===== config.mk =====
export PLATFORM = sky130hd
export DESIGN_NAME = rtc_spi_slave
export DESIGN_NICKNAME = d
export VERILOG_FILES = /design/src/rtl/rtc_spi_pkg.sv /design/src/rtl/rtc_spi_sync.sv /design/src/rtl/rtc_spi_shifter.sv /design/src/rtl/rtc_spi_regfile.sv /design/src/rtl/rtc_spi_slave.sv
export SDC_FILE = /design/constraint.sdc
export NUM_CORES = 1
export LEC_CHECK = 0
export ABC_CLOCK_PERIOD_IN_PS = 3050
export CAP_MARGIN = 20
export CORE_MARGIN = 5
export CORE_UTILIZATION = 30
export CTS_CLUSTER_DIAMETER = 50
export DETAILED_ROUTE_END_ITERATION = 16
export HOLD_SLACK_MARGIN = 0.12
export PLACE_DENSITY = 0.47
export SLEW_MARGIN = 10
export SYNTH_ARGS = -nofsm -noshare
export SYNTH_HDL_FRONTEND = slang
export SYNTH_SLANG_ARGS = --single-unit

===== constraint.sdc =====
create_clock -name clk -period 3.05 [get_ports clk]
set_input_delay 0.61 -clock clk [delete_from_list [all_inputs] [get_ports clk]]
set_output_delay 0.61 -clock clk [all_outputs]
set_load 0.02 [all_outputs]

===== src/rtl/rtc_spi_pkg.sv =====
package rtc_spi_pkg;

  localparam int unsigned ADDR_W    = 4;
  localparam int unsigned BYTE_W    = 8;
  localparam int unsigned BITCNT_W  = $clog2(BYTE_W);

  localparam logic [ADDR_W-1:0] ADDR_SEC  = 4'd0;
  localparam logic [ADDR_W-1:0] ADDR_CTL1 = 4'd14;
  localparam logic [ADDR_W-1:0] ADDR_CTL2 = 4'd15;

  localparam int unsigned BIT_SEC_TOP = 7;
  localparam int unsigned BIT_24H     = 5;
  localparam int unsigned BIT_OSC     = 4;
  localparam int unsigned BIT_LV      = 6;

  typedef enum logic [1:0] {
    XF_BURST_WR = 2'b00,
    XF_BURST_RD = 2'b01,
    XF_ONE_WR   = 2'b10,
    XF_ONE_RD   = 2'b11
  } xfer_mode_e;

endpackage


===== src/rtl/rtc_spi_sync.sv =====
module rtc_spi_sync #(
  parameter int unsigned WIDTH  = 1,
  parameter int unsigned STAGES = 2
) (
  input  logic             clk,
  input  logic             rst,
  input  logic [WIDTH-1:0] d,
  output logic [WIDTH-1:0] q
);

  logic [STAGES-1:0][WIDTH-1:0] stg;

  always_ff @(posedge clk) begin
    if (rst) begin
      stg <= '0;
    end else begin
      stg[0] <= d;
      for (int s = 1; s < STAGES; s++) begin
        stg[s] <= stg[s-1];
      end
    end
  end

  assign q = stg[STAGES-1];

endmodule


===== src/rtl/rtc_spi_shifter.sv =====
module rtc_spi_shifter
  import rtc_spi_pkg::*;
(
  input  logic              clk,
  input  logic              rst,
  input  logic              enable,
  input  logic              sclk_rise,
  input  logic              sclk_fall,
  input  logic              mosi,
  input  logic              load,
  input  logic [BYTE_W-1:0] load_data,
  output logic              miso,
  output logic              byte_done,
  output logic [BYTE_W-1:0] byte_val
);

  logic [BYTE_W-1:0]   tx_sh;
  logic [BYTE_W-1:0]   rx_sh;
  logic [BITCNT_W-1:0] bit_cnt;

  // the byte including the bit captured on this falling edge
  assign byte_val  = {rx_sh[BYTE_W-2:0], mosi};
  assign byte_done = sclk_fall && (bit_cnt == BITCNT_W'(BYTE_W - 1));

  always_ff @(posedge clk) begin
    if (rst || !enable) begin
      tx_sh   <= '0;
      rx_sh   <= '0;
      bit_cnt <= '0;
      miso    <= 1'b0;
    end else begin
      if (load) begin
        tx_sh <= load_data;
      end else if (sclk_rise) begin
        miso  <= tx_sh[BYTE_W-1];
        tx_sh <= {tx_sh[BYTE_W-2:0], 1'b0};
      end
      if (sclk_fall) begin
        rx_sh   <= byte_val;
        bit_cnt <= bit_cnt + 1'b1;
      end
    end
  end

endmodule


===== src/rtl/rtc_spi_regfile.sv =====
module rtc_spi_regfile
  import rtc_spi_pkg::*;
(
  input  logic              clk,
  input  logic              rst,
  input  logic              we,
  input  logic [ADDR_W-1:0] waddr,
  input  logic [BYTE_W-1:0] wdata,
  input  logic              re,
  input  logic [ADDR_W-1:0] raddr,
  output logic [BYTE_W-1:0] rdata,
  input  logic              osc_set,
  input  logic              lv_set,
  output logic              osc_flag,
  output logic              lv_flag,
  output logic              hour24
);

  localparam int unsigned DEPTH = 1 << ADDR_W;

  logic [BYTE_W-1:0] mem [DEPTH];
  logic [BYTE_W-1:0] mem_q;
  logic [ADDR_W-1:0] raddr_q;

  // array without reset, synchronous read: block RAM friendly
  always_ff @(posedge clk) begin
    if (we) begin
      mem[waddr] <= wdata;
    end
    if (re) begin
      mem_q <= mem[raddr];
    end
  end

  always_ff @(posedge clk) begin
    if (rst) begin
      raddr_q  <= '0;
      osc_flag <= 1'b0;
      lv_flag  <= 1'b0;
      hour24   <= 1'b0;
    end else begin
      if (re) begin
        raddr_q <= raddr;
      end
      osc_flag <= osc_set | ((we && waddr == ADDR_CTL2) ? wdata[BIT_OSC] : osc_flag);
      lv_flag  <= lv_set  | ((we && waddr == ADDR_CTL2) ? wdata[BIT_LV]  : lv_flag);
      if (we && waddr == ADDR_CTL1) begin
        hour24 <= wdata[BIT_24H];
      end
    end
  end

  always_comb begin
    rdata = mem_q;
    if (raddr_q == ADDR_SEC) begin
      rdata[BIT_SEC_TOP] = 1'b0;
    end
    if (raddr_q == ADDR_CTL2) begin
      rdata[BIT_OSC] = osc_flag;
      rdata[BIT_LV]  = lv_flag;
    end
  end

endmodule


===== src/rtl/rtc_spi_slave.sv =====
module rtc_spi_slave
  import rtc_spi_pkg::*;
#(
  parameter int unsigned SYNC_STAGES  = 2,
  parameter int unsigned RECOV_CYCLES = 15500
) (
  input  logic              clk,
  input  logic              rst,
  input  logic              spi_sclk,
  input  logic              spi_cs,
  input  logic              spi_mosi,
  output logic              spi_miso,
  input  logic              core_we,
  input  logic [ADDR_W-1:0] core_addr,
  input  logic [BYTE_W-1:0] core_wdata,
  input  logic              osc_stop_in,
  input  logic              low_volt_in,
  output logic              wr_stb,
  output logic [ADDR_W-1:0] wr_addr,
  output logic [BYTE_W-1:0] wr_data,
  output logic              rd_stb,
  output logic [ADDR_W-1:0] rd_addr,
  output logic              mode_24h,
  output logic              osc_stop_flag,
  output logic              low_volt_flag
);

  localparam int unsigned RC_W = $clog2(RECOV_CYCLES + 1);

  // ---------------- input synchronization and edges ----------------
  logic [2:0] pins_s;
  logic       cs_s, sclk_s, mosi_s, cs_q, sclk_q;

  rtc_spi_sync #(.WIDTH(3), .STAGES(SYNC_STAGES)) i_sync (
    .clk (clk),
    .rst (rst),
    .d   ({spi_cs, spi_sclk, spi_mosi}),
    .q   (pins_s)
  );
  assign {cs_s, sclk_s, mosi_s} = pins_s;

  always_ff @(posedge clk) begin
    if (rst) begin
      cs_q   <= 1'b0;
      sclk_q <= 1'b0;
    end else begin
      cs_q   <= cs_s;
      sclk_q <= sclk_s;
    end
  end

  logic cs_rise, cs_fall, sclk_rise, sclk_fall;
  logic active;
  assign cs_rise   = cs_s & ~cs_q;
  assign cs_fall   = ~cs_s & cs_q;
  assign sclk_rise = active & sclk_s & ~sclk_q;
  assign sclk_fall = active & ~sclk_s & sclk_q;

  // ---------------- recovery window and acceptance ----------------
  logic [RC_W-1:0] recov_cnt;
  logic            recov_idle, accept;
  assign recov_idle = (recov_cnt == '0);
  assign accept     = cs_rise && recov_idle;

  always_ff @(posedge clk) begin
    if (rst) begin
      recov_cnt <= '0;
      active    <= 1'b0;
    end else begin
      if (cs_fall) begin
        recov_cnt <= RC_W'(RECOV_CYCLES);
      end else if (!recov_idle) begin
        recov_cnt <= recov_cnt - 1'b1;
      end
      if (cs_fall) begin
        active <= 1'b0;
      end else if (accept) begin
        active <= 1'b1;
      end
    end
  end

  // ---------------- bit shifter ----------------
  logic              byte_done;
  logic [BYTE_W-1:0] byte_val;
  logic              fetch, fetch_q;
  logic [ADDR_W-1:0] fetch_addr;
  logic [BYTE_W-1:0] rf_rdata;

  rtc_spi_shifter i_shifter (
    .clk       (clk),
    .rst       (rst),
    .enable    (active),
    .sclk_rise (sclk_rise),
    .sclk_fall (sclk_fall),
    .mosi      (mosi_s),
    .load      (fetch_q),
    .load_data (rf_rdata),
    .miso      (spi_miso),
    .byte_done (byte_done),
    .byte_val  (byte_val)
  );

  // ---------------- transaction control ----------------
  logic              in_cmd, spent;
  xfer_mode_e        mode, cmd_mode;
  logic [ADDR_W-1:0] ptr, cmd_addr, ptr_next;
  logic              mode_is_wr, mode_is_single, cmd_is_rd;
  logic              host_we, data_byte;

  assign cmd_mode       = xfer_mode_e'(byte_val[3:2]);
  assign cmd_addr       = byte_val[BYTE_W-1:BYTE_W-ADDR_W];
  assign ptr_next       = ptr + ADDR_W'(1);
  assign mode_is_wr     = (mode == XF_BURST_WR) || (mode == XF_ONE_WR);
  assign mode_is_single = (mode == XF_ONE_WR) || (mode == XF_ONE_RD);
  assign cmd_is_rd      = (cmd_mode == XF_BURST_RD) || (cmd_mode == XF_ONE_RD);
  assign data_byte      = byte_done && !in_cmd && !spent;
  assign host_we        = data_byte && mode_is_wr;

  always_comb begin
    fetch      = 1'b0;
    fetch_addr = ptr_next;
    if (byte_done && in_cmd && cmd_is_rd) begin
      fetch      = 1'b1;
      fetch_addr = cmd_addr;
    end else if (data_byte && mode == XF_BURST_RD) begin
      fetch      = 1'b1;
      fetch_addr = ptr_next;
    end
  end

  always_ff @(posedge clk) begin
    if (rst) begin
      in_cmd  <= 1'b0;
      spent   <= 1'b0;
      mode    <= XF_BURST_WR;
      ptr     <= '0;
      fetch_q <= 1'b0;
      wr_stb  <= 1'b0;
      wr_addr <= '0;
      wr_data <= '0;
      rd_stb  <= 1'b0;
      rd_addr <= '0;
    end else begin
      fetch_q <= fetch;
      wr_stb  <= host_we;
      rd_stb  <= fetch;
      if (accept) begin
        in_cmd <= 1'b1;
        spent  <= 1'b0;
      end else if (byte_done && in_cmd) begin
        in_cmd <= 1'b0;
        ptr    <= cmd_addr;
        mode   <= cmd_mode;
      end else if (data_byte) begin
        ptr <= ptr_next;
        if (mode_is_single) begin
          spent <= 1'b1;
        end
      end
      if (host_we) begin
        wr_addr <= ptr;
        wr_data <= byte_val;
      end
      if (fetch) begin
        rd_addr <= fetch_addr;
      end
    end
  end

  // ---------------- register file ----------------
  logic              rf_we;
  logic [ADDR_W-1:0] rf_waddr;
  logic [BYTE_W-1:0] rf_wdata;

  assign rf_we    = host_we | core_we;
  assign rf_waddr = host_we ? ptr : core_addr;
  assign rf_wdata = host_we ? byte_val : core_wdata;

  rtc_spi_regfile i_regfile (
    .clk      (clk),
    .rst      (rst),
    .we       (rf_we),
    .waddr    (rf_waddr),
    .wdata    (rf_wdata),
    .re       (fetch),
    .raddr    (fetch_addr),
    .rdata    (rf_rdata),
    .osc_set  (osc_stop_in),
    .lv_set   (low_volt_in),
    .osc_flag (osc_stop_flag),
    .lv_flag  (low_volt_flag),
    .hour24   (mode_24h)
  );

endmodule


Word level (Yosys, flattened, before mapping)
Memories as Yosys holds them, arrays and structs flattened. A register that Yosys moved wholly into a read port is not among the register bits.
Cells that the tools add are included.

word-level totals
  register bits = 71
  memory bits (writable) = 128
  bits of input ports = 20
  memories = 1

operators by class
  add/subtract/negate cells = 3
  equal/unequal tests = 10
  muxes and demuxes = 20
  bitwise gates (word level) = 16
  reductions and logical operators = 29

memory list
  name           depth  bits a word  rd ports  clocked after Yosys merged registers in  wr ports  RTL line               RTL
  i_regfile.mem  16     8            1         1                                        1         rtc_spi_regfile.sv:21  logic [BYTE_W-1:0] mem [DEPTH];

operators with widths
  kind                     count
  $mux W14                 2
  $mux W8                  3
  $mux W4                  4
  $logic_not A14 Y1        1
  $sub A14 B1 Y14 const B  1
  $eq A4 B4 Y1 const B     3
  $mux W1                  11
  $logic_and A1 B1 Y1      10
  $not A1 Y1               7
  $and A1 B1 Y1            6
  $eq A2 B2 Y1 const B     3
  $reduce_and A2 Y1        3
  $reduce_bool A2 Y1       3
  $add A4 B1 Y4 const B    1
  $eq A2 B1 Y1 const B     2
  $logic_not A4 Y1         1
  $logic_or A1 B1 Y1       4
  $reduce_or A2 Y1         2
  $add A3 B1 Y3 const B    1
  $eq A3 B3 Y1 const B     1
  $logic_not A1 Y1         3
  $or A1 B1 Y1             3
  $reduce_and A3 Y1        1
  $logic_not A2 Y1         1
  $ne A2 B2 Y1 const B     1

Longest topological paths before layout
  depth after elaboration = 12
  mapped depth = 11
  gate-level depth less buffers = 8

Hierarchy
A second synthesis with hierarchy kept.

unflattened totals
  cells, all modules = 620
  area, all modules = 8652.0 sq um

by module, submodules not included
  module           times used  cells each  area an instance (sq um)  sequential area each (sq um)
  rtc_spi_regfile  1           269         5561.6                    4224.1
  rtc_spi_slave    1           260         2074.5                    860.8
  rtc_spi_shifter  1           76          835.8                     380.4
  rtc_spi_sync     1           15          180.2                     120.1

Worst setup path after synthesis
No wires, ideal clock.

  kind = reg2reg
  start point = register i_shifter.bit_cnt[0]
  end point = memory i_regfile.mem[11][0], enable pin
  setup time = 0.370 ns
  arrival time = 2.312 ns
  data required time = 2.680 ns
  path slack = 0.368 ns
  stages on the path, launching flop included = 10
  buffers on the path = 2
  period minus slack after synthesis = 2.682 ns
  cells stage by stage = dfxtp_1 ha_1 ha_1 nand4b_1 buf_2 nor4_1 clkbuf_1 nand2_1 a21boi_0 nor2_1

on the way
  cells in the longest elaborated chain, start to end = 8

ends and longest elaborated chain
  element                              RTL line               RTL
  start: declaration                   rtc_spi_shifter.sv:19  logic [BITCNT_W-1:0] bit_cnt;
  start signal: assignment             rtc_spi_shifter.sv:40  bit_cnt <= bit_cnt + 1'b1;
  $eq A3 B3 Y1 *                       rtc_spi_shifter.sv:23  assign byte_done = sclk_fall && (bit_cnt == BITCNT_W'(BYTE_W - 1));
  $logic_and A1 B1 Y1 *                rtc_spi_shifter.sv:23
  $logic_and A1 B1 Y1 * (2 in series)  rtc_spi_slave.sv:117   assign data_byte = byte_done && !in_cmd && !spent;
  $logic_and A1 B1 Y1 *                rtc_spi_slave.sv:118   assign host_we = data_byte && mode_is_wr;
  $or A1 B1 Y1                         rtc_spi_slave.sv:176   assign rf_we = host_we | core_we;
  $mux W1                              rtc_spi_regfile.sv:27  if (we) begin
  $mux W1 (not written as such)        rtc_spi_regfile.sv:28  mem[waddr] <= wdata;
  end: declaration                     rtc_spi_regfile.sv:21

Every way passes the cells marked *; elsewhere a longest branch is shown, timed or not.

Worst setup path after layout
  start point = register i_shifter.bit_cnt[0]
  end point = register i_regfile.mem_q[5] (read register of i_regfile.mem), data pin

on the way
  cells in the longest elaborated chain, start to end = 7

ends and longest elaborated chain
  element                            RTL line               RTL
  $eq A3 B3 Y1 *                     rtc_spi_shifter.sv:23
  $logic_and A1 B1 Y1 *              rtc_spi_shifter.sv:23
  $logic_and A1 B1 Y1 (2 in series)  rtc_spi_slave.sv:117
  $logic_and A1 B1 Y1                rtc_spi_slave.sv:126   end else if (data_byte && mode == XF_BURST_RD) begin
  $mux W1                            rtc_spi_slave.sv:126
  $mux W1                            rtc_spi_slave.sv:123   if (byte_done && in_cmd && cmd_is_rd) begin
  end: declaration                   rtc_spi_regfile.sv:22  logic [BYTE_W-1:0] mem_q;

Marked as above.
A chain may end at the register's enable or synchronous reset.

==> impl_metrics.xml <==
<?xml version="1.0" encoding="UTF-8"?>
<metrics>
  <group name="status">
    <metric name="outcome" unit="">finished clean</metric>
  </group>
  <group name="power_and_ir_drop">
    <metric name="static-leakage-power" unit="µW">0.003780</metric>
    <metric name="power_density_over_the_cells" unit="nW/µm²">633.9</metric>
    <metric name="report.power.total" unit="µW">6684</metric>
    <metric name="vdd_drop_max" unit="mV">0.4600</metric>
  </group>
  <group name="global_route">
    <metric name="largest_net_degree_at_the_start_of_global_routing" unit="">44</metric>
    <metric name="vias_in_the_first_global_route" unit="">6044</metric>
    <metric name="global_route.overflow_total" unit="">0</metric>
    <metric name="grt_first_pass_wirelength" unit="µm">36970</metric>
    <metric name="grt_use_total" unit="">0.1451</metric>
    <metric name="grt_antenna_before_repair" unit="">0</metric>
  </group>
  <group name="logic_synthesis">
    <metric name="average_instance_area_after_synthesis" unit="µm²">11.41</metric>
    <metric name="netlist_area" unit="µm²">8618</metric>
    <metric name="yosys_warnings" unit="">0</metric>
    <metric name="synth_edf_count" unit="">136</metric>
    <metric name="netlist_instances" unit="">755</metric>
    <metric name="synthesis.nets" unit="">780</metric>
    <metric name="synthArstFlopShare" unit="">0</metric>
    <metric name="ys_ff_latch" unit="">207</metric>
    <metric name="synth_flop_cell" unit="">edfxtp_1</metric>
    <metric name="synth_cell_types" unit="">61</metric>
    <metric name="synth-seq-area-share" unit="">0.6388</metric>
  </group>
  <group name="drt">
    <metric name="first_pass_iters" unit="">5</metric>
    <metric name="drt-initial-drc-count" unit="">482</metric>
    <metric name="drc_violations" unit="">0</metric>
    <metric name="avgViaCountPerCell" unit="">4.975</metric>
    <metric name="wl_per_cell" unit="µm">19.32</metric>
    <metric name="dr_total_vias" unit="">6154</metric>
    <metric name="drt-total-wl" unit="µm">23900</metric>
    <metric name="ant_nets" unit="">0</metric>
  </group>
  <group name="sta">
    <metric name="final_hold_violation_count" unit="">0</metric>
    <metric name="clock-skew-final" unit="ns">0.01162</metric>
    <metric name="final_period_minus_worst_setup_slack" unit="ns">2.831</metric>
    <metric name="max-slew-margin-rel" unit="">0.5183</metric>
    <metric name="max_clock_freq" unit="MHz">353.2</metric>
    <metric name="slew_viol_final" unit="">0</metric>
    <metric name="finalWorstSetupSlack" unit="ns">0.2187</metric>
    <metric name="setup_repair_after_global_routing_missed_its_margin" unit="">false</metric>
    <metric name="post-route-period-util" unit="">0.9283</metric>
    <metric name="slew_at_the_pin_with_the_worst_max_slew_slack" unit="ns">0.7160</metric>
    <metric name="final.setup.tns" unit="ns">0</metric>
    <metric name="setup_viol_count_final" unit="">0</metric>
    <metric name="hold_slack" unit="ns">0.4029</metric>
  </group>
  <group name="place">
    <metric name="globalplace.congestion" unit="">0.7816</metric>
    <metric name="post-dp-hpwl" unit="µm">16290</metric>
    <metric name="detailedPlace.worstSlack" unit="ns">0.2496</metric>
    <metric name="placedInstanceArea" unit="µm²">9724</metric>
    <metric name="placement.io_buffers" unit="">41</metric>
  </group>
  <group name="clocking">
    <metric name="cts_buffers" unit="">27</metric>
    <metric name="cts.root.buffer_cell" unit="">clkbuf_16</metric>
    <metric name="cts_setup_buffers" unit="">0</metric>
    <metric name="clock_sink_count" unit="">207</metric>
    <metric name="cts_hold_buffers" unit="">0</metric>
    <metric name="clk_pin_slew" unit="ns">0.06</metric>
    <metric name="cts_buffer_depth" unit="">3</metric>
    <metric name="cts_tree" unit="">done</metric>
    <metric name="ctsHtreeMaxLevel" unit="">1</metric>
    <metric name="cts.repair.resized" unit="">0</metric>
    <metric name="clkLatencyLatePin" unit="ns">0.52</metric>
  </group>
  <group name="cells_and_area">
    <metric name="post_layout_instance_area" unit="µm²">10540</metric>
    <metric name="num-fill-cells" unit="">2874</metric>
    <metric name="layout_common_cells" unit="">136 x edfxtp_1, 112 x nand2_1, 78 x nor2_1</metric>
    <metric name="drive_gt1_frac" unit="">0.1313</metric>
    <metric name="layout-area-overhead-vs-synth" unit="%">22.34</metric>
    <metric name="fin_nets" unit="">859</metric>
    <metric name="total_area_of_multi_input_combinational_cells" unit="µm²">2893</metric>
    <metric name="antenna_diode_count" unit="">0</metric>
    <metric name="area.sequential" unit="µm²">5505</metric>
    <metric name="most_common_cell_after_layout_fill_and_taps_aside" unit="">edfxtp_1</metric>
  </group>
  <group name="worst_setup_path">
    <metric name="critPathBufInv" unit="">1</metric>
    <metric name="timing.critical_path.slowest_stage_cell" unit="">a21oi_1</metric>
    <metric name="crit_path_max_fanout" unit="">24</metric>
    <metric name="critical_path.most_common_cell" unit="">ha_1</metric>
    <metric name="critPathLaunchType" unit="">flop</metric>
    <metric name="worstPathCellList" unit="">ha_1 -&gt; ha_1 -&gt; and4b_1 -&gt; a21oi_1 -&gt; nor2_2 -&gt; buf_12 -&gt; a221oi_1 -&gt; o32ai_1 -&gt; a41o_1</metric>
    <metric name="path_delay_family" unit="">compound AO/OA/AOI/OAI gates</metric>
    <metric name="required" unit="ns">3.33</metric>
    <metric name="timing.setup.critical_path_class" unit="">reg2reg</metric>
    <metric name="cp_endpoint_kind" unit="">flop</metric>
    <metric name="timing.critical_path.arrival" unit="ns">3.11</metric>
    <metric name="cpPeakStageDelay" unit="ns">0.44</metric>
  </group>
  <group name="die">
    <metric name="die_w" unit="µm">179.5</metric>
    <metric name="core_area" unit="µm²">28550</metric>
    <metric name="die_area" unit="µm²">32220</metric>
    <metric name="die_h" unit="µm">179.5</metric>
    <metric name="top_level_ports" unit="">42</metric>
    <metric name="initial_utilization" unit="">0.3019</metric>
    <metric name="core.rowCount" unit="">62</metric>
  </group>
  <group name="job">
    <metric name="max_cap_violations" unit="">0</metric>
  </group>
  <group name="worst_hold_path">
    <metric name="min_path_type" unit="">in2reg</metric>
  </group>
</metrics>
-- final timing paths --
path                                                         from                      endpoint  slack [ns]  depth (start not counted)
worst max-delay path            i_shifter.bit_cnt[0]$_SDFFE_PP0N_  i_regfile.mem_q[5]$_DFFE_PP_        0.22                          9
worst min-delay path                                          rst            fetch_q$_SDFF_PP0_        0.40                          3
worst max register to register  i_shifter.bit_cnt[0]$_SDFFE_PP0N_  i_regfile.mem_q[5]$_DFFE_PP_        0.22                          9
worst min register to register           i_sync.stg[0]$_SDFF_PP0_        i_sync.q[0]$_SDFF_PP0_        0.45                          1
-- area by class of cell --
| type | instances | share of cell area |
|---|---|---|
| Sequential cell | 207 | 0.5221 |
| Multi-Input combinational cell | 491 | 0.2744 |
| Timing Repair Buffer | 89 | 0.07381 |
| Clock buffer | 33 | 0.06669 |
| Tap cell | 384 | 0.04557 |
| Clock inverter | 15 | 0.01104 |
| Inverter | 18 | 0.006408 |
-- power by group --
| part | internal, µW | switching, µW | total, µW |
|---|---|---|---|
| clock | 1670 | 1240 | 2910 |
| combinational | 264 | 341 | 605 |
| sequential | 3100 | 67.8 | 3170 |
-- per-layer routing --
metal  vias to the layer above  global-route usage  wire length (µm)
li1                       2960                   -                 -
met1                      3045              0.2021             11290
met2                       112              0.2367             11260
met3                        37             0.02183               779
met4                         0             0.04084               568
met5                         -                   0                 0
-- metrics by stage --
step,utilization,std cells
floorplan,-,755
finish,0.3693,1237
CTS,0.3693,1237
global route,0.3693,1237
detailed placement,0.3406,1189
global placement,0.3406,1189
-- state kept, by name, summed over array words and instances, names as in the netlist, 4 cells and up --
name and cells:
ptr 4, wr_data 8, wr_addr 4, i_shifter.rx_sh 7, i_regfile.mem_q 8, recov_cnt 14
i_regfile.raddr_q 4, i_regfile.mem 128, i_shifter.tx_sh 8
-- synth_stat cells (3+ instances only) --
| master | number | area [µm²] |
|---|---|---|
| nor3_1 | 14 | 70.07 |
| nor4b_1 | 3 | 26.28 |
| o31ai_1 | 3 | 22.52 |
| nand2_1 | 112 | 420.4 |
| xor2_1 | 7 | 61.31 |
| nand3_1 | 13 | 65.06 |
| mux2i_1 | 26 | 260.3 |
| o21bai_1 | 10 | 75.07 |
| xnor2_1 | 7 | 61.31 |
| o221ai_1 | 8 | 70.07 |
| a32oi_1 | 4 | 35.03 |
| nor4_1 | 7 | 43.79 |
| clkbuf_1 | 31 | 116.4 |
| nand3b_1 | 6 | 45.04 |
| edfxtp_1 | 136 | 4084 |
| ha_1 | 5 | 62.56 |
| a41o_1 | 3 | 30.03 |
| o32ai_1 | 8 | 70.07 |
| buf_2 | 6 | 30.03 |
| o21ai_0 | 12 | 60.06 |
| a221oi_1 | 10 | 87.58 |
| nor2b_1 | 10 | 62.56 |
| mux2_2 | 7 | 78.83 |
| a211oi_1 | 10 | 75.07 |
| o22ai_1 | 8 | 50.05 |
| dfxtp_1 | 71 | 1421 |
| a31o_2 | 5 | 43.79 |
| and3_1 | 5 | 31.28 |
| nor2_1 | 79 | 296.5 |
| a21oi_1 | 52 | 260.3 |
| o21ai_1 | 3 | 15.01 |
| a31oi_1 | 16 | 100.1 |
| inv_1 | 18 | 67.56 |
| or2_2 | 3 | 18.77 |
-- cell families after synthesis --
family	synth area share
AO/OA/AOI/OAI	0.1341
XOR/XNOR	0.01423
adder cells (fa/ha/maj)	0.007259
buffers and inverters	0.02657
flip-flops	0.6388
multiplexers	0.03934
AND/OR/NAND/NOR	0.1397
-- worst register-to-register path: stages, from the launching register on --
cell      delay, ns
dfxtp_1        0.32
ha_1           0.21
ha_1           0.20
and4b_1        0.30
a21oi_1        0.44
nor2_2         0.16
buf_12         0.20
a221oi_1       0.34
o32ai_1        0.19
a41o_1         0.23
No activity file was read; power rests on OpenSTA's default activity.
